[config.mk]
export PLATFORM = sky130hd
export DESIGN_NAME = burst_addr_gen
export DESIGN_NICKNAME = d
export VERILOG_FILES = /design/src/rtl/burst_pkg.sv /design/src/rtl/burst_req_check.sv /design/src/rtl/burst_addr_step.sv /design/src/rtl/burst_beat_ctr.sv /design/src/rtl/burst_addr_gen.sv
export SDC_FILE = /design/constraint.sdc
export NUM_CORES = 1
export LEC_CHECK = 0
export ABC_CLOCK_PERIOD_IN_PS = 3400
export BUFFER_PORTS_ARGS = -buffer_cell sky130_fd_sc_hd__buf_2
export CORE_AREA = 2 2 77 79
export DETAILED_ROUTE_END_ITERATION = 16
export DIE_AREA = 0 0 79 81
export GPL_ROUTABILITY_DRIVEN = 0
export HOLD_SLACK_MARGIN = 0.06
export SLEW_MARGIN = 5
export SYNTH_ARGS = -nofsm -noshare
export SYNTH_HDL_FRONTEND = slang
export SYNTH_SLANG_ARGS = --single-unit
[constraint.sdc]
create_clock -name clk_i -period 3.4 [get_ports clk_i]
set_clock_uncertainty 0.15 [all_clocks]
set_input_delay 0.51 -clock clk_i [delete_from_list [all_inputs] [get_ports clk_i]]
set_output_delay 0.51 -clock clk_i [all_outputs]
set_load 0.1 [all_outputs]
[src/rtl/burst_pkg.sv]
package burst_pkg;
  typedef enum logic {
    BURST_INCR = 1'b0,
    BURST_WRAP = 1'b1
  } burst_kind_e;
  localparam int unsigned WRAP_BEATS_MAX = 16;
endpackage

[src/rtl/burst_req_check.sv]
module burst_req_check #(
  parameter int unsigned ADDR_W   = 16,
  parameter int unsigned LEN_W    = 4,
  parameter int unsigned SIZE_W   = 3,
  parameter int unsigned MAX_SIZE = 3
) (
  input  logic [ADDR_W-1:0] addr_i,
  input  logic [SIZE_W-1:0] size_i,
  input  logic [LEN_W-1:0]  len_i,
  input  logic              wrap_i,
  output logic              legal_o
);
  logic [ADDR_W-1:0] align_mask;
  logic [LEN_W:0]    len_p1;
  logic              size_ok, align_ok, len_ok;

  always_comb begin
    for (int i = 0; i < int'(ADDR_W); i++) align_mask[i] = (i < int'(size_i));
  end

  assign len_p1   = {1'b0, len_i} + (LEN_W+1)'(1);
  assign size_ok  = int'(size_i) <= int'(MAX_SIZE);
  assign align_ok = (addr_i & align_mask) == '0;
  // power of two beats, at least 2, at most the wrap maximum
  assign len_ok   = (len_i != '0) && ((len_i & len_p1[LEN_W-1:0]) == '0)
                    && (int'(len_i) < int'(burst_pkg::WRAP_BEATS_MAX));
  assign legal_o  = size_ok && (!wrap_i || (align_ok && len_ok));
endmodule

[src/rtl/burst_addr_step.sv]
module burst_addr_step #(
  parameter int unsigned ADDR_W = 16,
  parameter int unsigned LEN_W  = 4,
  parameter int unsigned SIZE_W = 3
) (
  input  logic [ADDR_W-1:0] addr_i,
  input  logic [SIZE_W-1:0] size_i,
  input  logic [LEN_W-1:0]  len_i,
  input  logic              wrap_i,
  output logic [ADDR_W-1:0] next_addr_o,
  output logic [ADDR_W-1:0] win_mask_o
);
  logic [ADDR_W-1:0] bytes, sum;
  int                win_log2;

  assign bytes    = ADDR_W'(1) << size_i;
  assign sum      = addr_i + bytes;
  // legal wrap lengths are 2^k-1, so popcount gives k
  assign win_log2 = int'(size_i) + $countones(len_i);

  always_comb begin
    for (int i = 0; i < int'(ADDR_W); i++) win_mask_o[i] = (i < win_log2);
  end

  assign next_addr_o = wrap_i ? ((addr_i & ~win_mask_o) | (sum & win_mask_o)) : sum;
endmodule

[src/rtl/burst_beat_ctr.sv]
module burst_beat_ctr #(
  parameter int unsigned LEN_W = 4
) (
  input  logic             clk_i,
  input  logic             rst_ni,
  input  logic             clear_i,
  input  logic             inc_i,
  input  logic [LEN_W-1:0] len_i,
  output logic             at_end_o
);
  logic [LEN_W-1:0] cnt_q;

  always_ff @(posedge clk_i or negedge rst_ni) begin
    if (!rst_ni)      cnt_q <= '0;
    else if (clear_i) cnt_q <= '0;
    else if (inc_i)   cnt_q <= cnt_q + LEN_W'(1);
  end

  assign at_end_o = cnt_q == len_i;

  a_r5_cnt_bounded: assert property (@(posedge clk_i) disable iff (!rst_ni)
    inc_i && !clear_i |=> cnt_q != '0);
endmodule

[src/rtl/burst_addr_gen.sv]
module burst_addr_gen #(
  parameter int unsigned ADDR_W   = 16,
  parameter int unsigned LEN_W    = 4,
  parameter int unsigned SIZE_W   = 3,
  parameter int unsigned MAX_SIZE = 3
) (
  input  logic              clk_i,
  input  logic              rst_ni,
  input  logic              load_i,
  input  logic [ADDR_W-1:0] start_addr_i,
  input  logic [SIZE_W-1:0] size_i,
  input  logic [LEN_W-1:0]  len_i,
  input  logic              wrap_i,
  input  logic              next_i,
  output logic              busy_o,
  output logic [ADDR_W-1:0] addr_o,
  output logic              last_o,
  output logic              err_o
);
  import burst_pkg::*;

  burst_kind_e       kind_q;
  logic [ADDR_W-1:0] addr_q, next_addr, win_mask;
  logic [SIZE_W-1:0] size_q;
  logic [LEN_W-1:0]  len_q;
  logic              busy_q, err_q, legal, at_end, adv;

  burst_req_check #(.ADDR_W(ADDR_W), .LEN_W(LEN_W), .SIZE_W(SIZE_W), .MAX_SIZE(MAX_SIZE))
    i_check (.addr_i(start_addr_i), .size_i(size_i), .len_i(len_i), .wrap_i(wrap_i),
             .legal_o(legal));

  burst_addr_step #(.ADDR_W(ADDR_W), .LEN_W(LEN_W), .SIZE_W(SIZE_W))
    i_step (.addr_i(addr_q), .size_i(size_q), .len_i(len_q), .wrap_i(kind_q == BURST_WRAP),
            .next_addr_o(next_addr), .win_mask_o(win_mask));

  assign adv = busy_q && next_i && !load_i;

  burst_beat_ctr #(.LEN_W(LEN_W))
    i_ctr (.clk_i(clk_i), .rst_ni(rst_ni), .clear_i(load_i), .inc_i(adv && !at_end),
           .len_i(len_q), .at_end_o(at_end));

  always_ff @(posedge clk_i or negedge rst_ni) begin
    if (!rst_ni) begin
      kind_q <= BURST_INCR;
      addr_q <= '0;
      size_q <= '0;
      len_q  <= '0;
      busy_q <= 1'b0;
      err_q  <= 1'b0;
    end else if (load_i) begin
      kind_q <= wrap_i ? BURST_WRAP : BURST_INCR;
      addr_q <= start_addr_i;
      size_q <= size_i;
      len_q  <= len_i;
      busy_q <= legal;
      err_q  <= !legal;
    end else if (adv) begin
      if (at_end) busy_q <= 1'b0;
      else        addr_q <= next_addr;
    end
  end

  assign busy_o = busy_q;
  assign addr_o = addr_q;
  assign last_o = busy_q && at_end;
  assign err_o  = err_q;

  a_r5_last_needs_busy: assert property (@(posedge clk_i) disable iff (!rst_ni)
    last_o |-> busy_o);
  a_r6_err_no_beats: assert property (@(posedge clk_i) disable iff (!rst_ni)
    !(err_o && busy_o));
  a_r10_idle_hold: assert property (@(posedge clk_i) disable iff (!rst_ni)
    !busy_o && !load_i |=> $stable(addr_o) && !busy_o);
  a_r5_end_on_last: assert property (@(posedge clk_i) disable iff (!rst_ni)
    busy_o && last_o && next_i && !load_i |=> !busy_o);
  a_r3_incr_step: assert property (@(posedge clk_i) disable iff (!rst_ni)
    busy_o && !last_o && next_i && !load_i && kind_q == BURST_INCR
    |=> addr_o == $past(addr_o) + (ADDR_W'(1) << size_q));
  a_r4_in_window: assert property (@(posedge clk_i) disable iff (!rst_ni)
    busy_o && next_i && !load_i && kind_q == BURST_WRAP
    |=> (addr_o & ~win_mask) == ($past(addr_o) & ~win_mask));
endmodule

### Word level (Yosys, flattened, before mapping)

Index checks and enable logic that the tools add are counted.

| cells by class | value |
|---|---|
| mux-type cells | 10 |
| bitwise logic cells | 6 |
| divide/modulo/power cells | 0 |
| reductions and logical operators | 20 |
| multipliers | 0 |
| shift operators | 1 |
| add/subtract/negate cells | 7 |
| $lt $le $gt $ge | 24 |
| equal/unequal tests | 2 |

Operators with widths:

| operator | number |
|---|---|
| $lt A5 B32 Y1 const A | 8 |
| $lt A4 B32 Y1 const A | 4 |
| $lt A3 B32 Y1 const A | 2 |
| $mux W16 | 4 |
| $add A32 B32 Y32 | 1 |
| $add A4 B32 Y32 | 1 |
| $and A16 B16 Y16 | 2 |
| $lt A1 B32 Y1 const A | 1 |
| $lt A2 B32 Y1 const A | 1 |
| $add A16 B16 Y16 | 1 |
| $and A16 B7 Y16 | 1 |
| $logic_not A16 Y1 | 1 |
| $not A16 Y16 | 1 |
| $or A16 B16 Y16 | 1 |
| $shl A1 B3 Y16 const A | 1 |
| $lt A3 B3 Y1 const A | 3 |
| $add A4 B1 Y4 const B | 2 |
| $mux W4 | 2 |
| $logic_and A1 B1 Y1 | 7 |
| $lt A1 B3 Y1 const A | 2 |
| $lt A2 B3 Y1 const A | 2 |
| $reduce_bool A2 Y1 | 3 |
| $add A1 B1 Y2 | 2 |
| $and A4 B4 Y4 | 1 |
| 9 further kinds | 16 |

| storage, ports and cells | value |
|---|---|
| bits in latches | 0 |
| output and inout bits | 19 |
| ROM bits | 0 |
| input port bits | 28 |
| memories | 0 |
| bits in registers | 30 |
| memory bits (writable) | 0 |
| logic and storage cells | 77 |

### Logic depth before layout (Yosys ltp)

Gate-level depths: netlist (run 1).

| logic depth | value |
|---|---|
| depth in word-level cells | 11 |
| depth in mapped cells | 13 |
| gate-level depth less buffers | 12 |

### Cells and area by module

Synthesis (run 1) repeated with hierarchy kept, for this count alone.

| unflattened totals | value |
|---|---|
| cell total of the unflattened synthesis | 248 |
| area, all modules | 2,534.9 µm² |

Modules (own cells, without submodules):

| module | sequential area each (µm²) | area an instance (µm²) | times used | cells each |
|---|---|---|---|---|
| burst_addr_gen | 650.6 | 1,242.4 | 1 | 81 |
| burst_addr_step | 0.0 | 1,011.0 | 1 | 138 |
| burst_beat_ctr | 100.1 | 234.0 | 1 | 21 |
| burst_req_check | 0.0 | 47.5 | 1 | 8 |

### Worst setup path before layout (run 1)

OpenSTA, ideal clock, no wires.

| path | value |
|---|---|
| kind | flip-flop to flip-flop |
| from | register len_q[2] |
| to | register (tool-made name) |
| buffers on the path | 0 |
| required time | 3.168 ns |
| slack | 0.193 ns |
| stages on the path, launching flop included | 12 |
| period minus slack after synthesis | 3.207 ns |
| arrival time | 2.975 ns |
| path through | dfrtp_1 > ha_1 > inv_1 > fa_1 > inv_1 > ha_1 > inv_1 > fa_1 > o31a_1 > or4_1 > or3_1 > a31oi_1 |

RTL lines:

| what | RTL line | RTL |
|---|---|---|
| start, declared | burst_addr_gen.sv:25 | `logic [LEN_W-1:0] len_q;` |
| start signal, assigned | burst_addr_gen.sv:54 | `len_q <= len_i;` |

==> summary.md, run 1 <==
| Metric | Value |
|---|---|
| CP peak stage delay | about 0.47 ns |
| Clock Path Buffers | 2 |
| ANT cells | 0 |
| Crit path cell chain | ha_1 > inv_1 > fa_1 > inv_1 > ha_1 > inv_1 > fa_1 > o31a_1 > or4_4 > or3_1 > a31oi_1 |
| Post-layout util | 46.8% |
| Most frequent cells in the layout | 46 x buf_2, 30 x dfrtp_1, 21 x nand2_1 |
| Ys async rst share | 100% |
| Final setup fails | 0 |
| WL met1 | between 2 and 3 mm |
| GR Overflow Total | 0 |
| Core Box Area | 0.00568 mm² |
| Metal2 WL | 2.39 mm |
| Worst-case reg-to-reg path depth | 11 |
| CTS Buf Count | 5 |
| Syn nets | 294 |
| Worst setup EP type | flop |
| Layout area overhead | 19.5% |
| Max-Cap Viols | 0 |
| IO Pins | 47 |
| CTS hold repair buffers | 0 |
| Die X | 79 µm |
| # nets final | 344 |
| Maximum vdd ir drop | ~0.22 mV |
| Crit path DAT | 3.34 ns |
| Min cycle time layout | about 3.3 ns |
| First-pass GRT wire length | between 9 and 10 mm |
| Post-detail-place hpwl | about 4 mm |
| Starting Density | between 30% and 40% |
| Avg Cell Area, Syn | 8.88 µm² |
| Routed len/inst | 14.6 µm |
| Reg2Reg Setup Slack | 0.12 ns |
| Vias in the first global route | 1942 |
| Worst path top cell family by delay | adder cells |
| Post-Route WL | ~5.5 mm |
| Synth Cell Area | 0.00222 mm² |
| Fmax | 0.305 GHz |
| Crit Path Class | flop to flop |
| Max-slew violations | 0 |
| Die Ht | 81 µm |
| Post-DRT Antenna Nets | 0 |
| Critical path's most frequent cell | inv_1 |
| Yosys cell types | 50 |
| Critical-path maximum fanout | 3 |
| Initial antenna violation count | 0 |
| Cell Pwr Density | 489 mW/mm² |
| Worst Max-Slew Pin Slew | 0.739 ns |
| Synth Warn # | 0 |
| Synth Register Bits | 30 |
| Tcrit/Tclk final | 96.5% |
| Root Buffer | clkbuf_8 |
| Total GRT Usage | 18.0% |
| Synth Instances | 250 |
| Clk sink count | 30 |
| Share of cells above drive strength 1 | about 26% |
| Most common cell after layout, fill and taps aside | buf_2 |
| Routed length on met3 | about 310 µm |
| Setup TNS | 0 ns |
| Port-buffer cells | 46 |
| 1st-iter DRT viols | 118 |
| Uppermost layer routed | met4 |
| Buffers plus inverters on the worst setup path | 3 |
| # DRC | 0 |
| Clk slew on worst S/H paths | 0.07 ns |
| Hold WC Path Type | input pin to async pin |
| Via density | 5.33 |
| Top FF cell, synth | dfrtp_1 |
| Final Hold Viols | 0 |
| Post-synth EDFFs | 0 |
| CTS tree | built |
| Leak | 1.26 nW |
| Slowest-stage cell, CP | or4_4 |
| # rows | 28 |
| Later-pin clock latency in the skew report | between 0.2 and 0.3 ns |
| Req. time, crit path | between 3 and 4 ns |
| R2r startpoint | len_q[2] |
| Status | finished, final reports clean |
| # H-tree levels | 2 |
| Type of origin of the critical path | flop |
| Seq/Total Area, Yosys | 33.8% |
| Via count | 2005 |
| Die area | ~0.0064 mm² |
| Slew margin rel. | 50.7% |
| Detailed-router iteration count before antenna repair | 4 |
| Largest net degree at the start of global routing | 36 |
==> cells by family after synthesis <==
logic type / count (synthesis) / synth area share (%)
AO/OA/AOI/OAI: 75 / 22.7
buffers and inverters: 27 / 4.90
XOR/XNOR: 9 / 4.23
multiplexers: 11 / 5.24
adder cells (fa/ha/maj): 16 / 10.4
flip-flops: 30 / 33.8
AND/OR/NAND/NOR: 82 / 18.8
==> worst register-to-register path: cells and delay by family, from the launching register on <==
kind | cells | cell delay, ns
adders and majority gates | 4 | 1.25
and+or+nand+nor | 2 | 0.78
AOI/OAI and AO/OA | 2 | 0.45
DFF | 1 | 0.40
buffers and inverters | 3 | 0.16
==> layer usage <==
metal	vias up	GRT usage (%)
met5	-	0
met4	0	6.21
met3	8	4.44
met2	51	28.8
met1	929	23.9
li1	1017	-
==> cell type report <==
cell class | count | area (µm²)
multi-input combinational | 193 | 1370
fill | 616 | 3020
timing repair buffer | 54 | 290
sequential | 30 | 751
clock inverter | 2 | 12.5
tap | 75 | 93.8
clock buffer | 6 | 82.6
inverter | 16 | 60.1
==> report_power, final <==
part           internal (mW)  switching [mW]  total (mW)
registers              0.390          0.0362       0.427
logic                  0.168           0.391       0.560
clock network          0.163           0.149       0.312
==> how the worst max path moves through the flow <==
stage / startpoint / endpoint / slack [ns] / cells past startpoint
2_1_floorplan: len_q[2] / flop / 0.19 / 11
3_3_place_gp: len_q[2] / flop / 0.16 / 11
3_5_place_dp: len_q[2] / flop / 0.08 / 11
4_1_cts: len_q[2] / flop / 0.08 / 11
5_1_grt: len_q[2] / flop / -0.02 / 11
6_report: len_q[2] / flop / 0.12 / 11
==> synthesized netlist by cell type, types with 2 or more instances <==
cell type	number	area, µm²
ha_1	12	150
o2111ai_1	3	26.3
and2_1	3	18.8
a31oi_1	9	56.3
dfrtp_1	30	751
xor2_1	5	43.8
nor3_1	5	25.0
fa_1	4	80.1
nand3_1	5	25.0
nor2b_1	3	18.8
a311o_1	2	20.0
clkbuf_1	9	33.8
nand2_1	21	78.8
a211oi_1	5	37.5
o21a_1	3	22.5
and3_1	6	37.5
nor2_1	18	67.6
a21o_1	6	45.0
a21oi_1	12	60.1
a21boi_0	2	15.0
o21ai_0	20	100
nor4_1	2	12.5
a31o_2	2	17.5
a311oi_1	2	17.5
nand4_1	6	37.5
mux2_2	5	56.3
xor2_2	2	32.5
or3_1	4	25.0
xnor2_1	2	17.5
mux2i_1	6	60.1
nand2b_1	2	12.5
inv_1	16	60.1
==> through the flow <==
| step | cell area [µm²] | worst slack, ns | power [mW] | instances | hold slack (ns) |
|---|---|---|---|---|---|
| floorplan | 2220 | 0.193 | 0.860 | 250 | 0.0644 |
| global placement | 2530 | 0.159 | 0.981 | 365 | 0.313 |
| detailed placement | 2530 | 0.0848 | 0.987 | 365 | 0.317 |
| CTS | 2630 | 0.0825 | 1.31 | 373 | 0.140 |
| global route | 2660 | -0.0154 | 1.39 | 376 | 0.177 |
| finish | 2660 | 0.118 | 1.30 | 376 | 0.110 |
==> what timing repair did <==
action | 4_1_cts | 5_1_grt
endpoints found under the setup margin | 0 | 2
resized for setup | 0 | 1
buffers inserted | 0 | 3
endpoints found under the hold margin | 0 | 0
No activity file was read; power rests on OpenSTA's default activity.
==> run 2: changes to the inputs <==
--- a/config.mk
+++ b/config.mk
@@ -5,7 +5,7 @@
 export SDC_FILE = /design/constraint.sdc
 export NUM_CORES = 1
 export LEC_CHECK = 0
-export ABC_CLOCK_PERIOD_IN_PS = 3400
+export ABC_CLOCK_PERIOD_IN_PS = 2900
 export BUFFER_PORTS_ARGS = -buffer_cell sky130_fd_sc_hd__buf_2
 export CORE_AREA = 2 2 77 79
 export DETAILED_ROUTE_END_ITERATION = 16
==> constraint.sdc (replaced) <==
create_clock -name clk_i -period 2.9 [get_ports clk_i]
set_clock_uncertainty 0.15 [all_clocks]
set_input_delay 0.435 -clock clk_i [delete_from_list [all_inputs] [get_ports clk_i]]
set_output_delay 0.435 -clock clk_i [all_outputs]
set_load 0.1 [all_outputs]
==> summary.md, run 2 (synthesized netlist as in run 1, its figures left out) <==
| Metric | Value |
|---|---|
| Initial antenna violation count | 0 |
| Leak | 1.34 nW |
| Final worst setup slack | -0.153 ns |
| Clk slew on worst S/H paths | 0.07 ns |
| Most common cell after layout, fill and taps aside | buf_2 |
| Post-DRT Antenna Nets | 0 |
| Sequential Area | 752 µm² |
| Largest net degree at the start of global routing | 36 |
| Area used by multi-input combinational logic | 0.00151 mm² |
| Routed len/inst | 14.7 µm |
| Req. time, crit path | 2.97 ns |
| Die Ht | 81 µm |
| CTS tree | built |
| Via density | approximately 5.3 |
| Critical-path maximum fanout | 2 |
| GR Overflow Total | 0 |
| Core Box Area | 0.00568 mm² |
| Fmax | between 0.3 and 0.4 GHz |
| Finished Cell Area | 0.00292 mm² |
| Setup TNS | -0.594 ns |
| Reg2Reg Setup Slack | -0.15 ns |
| Detailed-router iteration count before antenna repair | 4 |
| Vias in the first global route | 1941 |
| # nets final | 357 |
| Post-layout util | 51.4% |
| Max-slew violations | 0 |
| Max-Cap Viols | 0 |
| R2r startpoint | len_q[3] |
| CTS hold repair buffers | 0 |
| Type of origin of the critical path | flop |
| Non-filler instance count after layout | 389 |
| Worst slack at placement | -0.195 ns |
| Starting Density | 39.1% |
| Port-buffer cells | 46 |
| Most frequent cells in the layout | 46 x buf_2, 29 x dfrtp_1, 19 x nand2_1 |
| Worst Setup SP | len_q[3] |
| Clock Path Buffers | 2 |
| Final Hold Viols | 0 |
| # H-tree levels | 2 |
| Cell Pwr Density | 614 mW/mm² |
| RSZ-0062 raised after global routing | yes |
| 1st-iter DRT viols | 139 |
| Slew margin rel. | 27.6% |
| Worst Max-Slew Pin Slew | roughly 1.1 ns |
| Post-Route WL | about 5.7 mm |
| Die X | 79 µm |
| CTS Buf Count | 5 |
| Later-pin clock latency in the skew report | 0.29 ns |
| Min cycle time layout | 3.05 ns |
| Share of cells above drive strength 1 | 36.0% |
| Post-detail-place hpwl | 4.12 mm |
| Final setup fails | 10 |
| Via count | 2058 |
| IO Pins | 47 |
| Die area | approximately 0.0064 mm² |
| Maximum vdd ir drop | 0.284 mV |
| # rows | 28 |
| Layout area overhead | 31.4% |
| Hold WC Path Type | input pin to async pin |
| Total GRT Usage | 18.9% |
| Area after DPL | 0.00267 mm² |
| Status | finished with violations |
| Violated checks | setup timing |
| Crit Path Class | flop to flop |
| First-pass GRT wire length | around 9.4 mm |
| Root Buffer | clkbuf_8 |
| Number of instances in the placed design | 377 |
| ANT cells | 0 |
| # DRC | 0 |
| Fill count | 573 |
| Worst-case reg-to-reg path depth | 11 |
| Crit path DAT | 3.12 ns |
| Worst setup EP type | flop |
| Clk sink count | 30 |
| Tcrit/Tclk final | 105% |
run 2: changes by cell type in the layout (fill, tap and decap cells not counted), moves of 3 or more:
cell / change
o21ai_1: +4
ha_1: -3
o21ai_0: -8
inv_2: +4
o21ai_2: +4
buf_6: +3
inv_1: -4
buf_4: +10
ha_4: +3
run 2: how the worst min path moves through the flow:
stage,endpoint,depth (start not counted)
2_1_floorplan,async pin,0
3_3_place_gp,err_o,1
3_5_place_dp,err_o,1
4_1_cts,async pin,1
5_1_grt,async pin,1
6_report,async pin,1
run 2: final cells by class:
class / instances / area share, %
Clock buffer: 7 / 2.61
Inverter: 16 / 2.06
Timing Repair Buffer: 67 / 13.7
Sequential cell: 30 / 25.8
Clock inverter: 1 / 1.03
Tap cell: 75 / 3.21
Multi-Input combinational cell: 193 / 51.7
run 2: report_power, final:
group          switching (mW)  internal [mW]
Sequential             0.0427          0.458
Combinational           0.554          0.311
Clock                   0.170          0.257
Total                   0.767           1.03
run 2: worst max-delay path, stage by stage, from the launching register on:
cell and delay (ns):
dfrtp_1 0.41, ha_4 0.27, inv_2 0.03, fa_2 0.35
inv_2 0.07, ha_4 0.12, inv_2 0.03, fa_2 0.44
o31a_1 0.25, or4_1 0.41, or3_1 0.31, a31oi_1 0.12
run 2: what timing repair did:
action                     in CTS  in global routing
hold endpoints to repair        0                  0
setup endpoints to repair       7                 15
buffers inserted                1                  2
gates resized for setup        11                 22
cloned                          1                  0
pin swaps                       9                 11
run 2: metrics by stage:
stage                     power (mW)  hold slack, ns
final                           1.79          0.0431
after detailed placement        1.23           0.318
after CTS                       1.72          0.0723
after global placement          1.22           0.313
after floorplan                 1.04         -0.0106
after global routing            1.89           0.103
run 2: per-layer routing:
layer	global-route usage, %	part of all wire [%]
met1	26.2	50
met2	29.5	44
met3	4.44	4.8
met4	5.17	1.0
met5	0	0
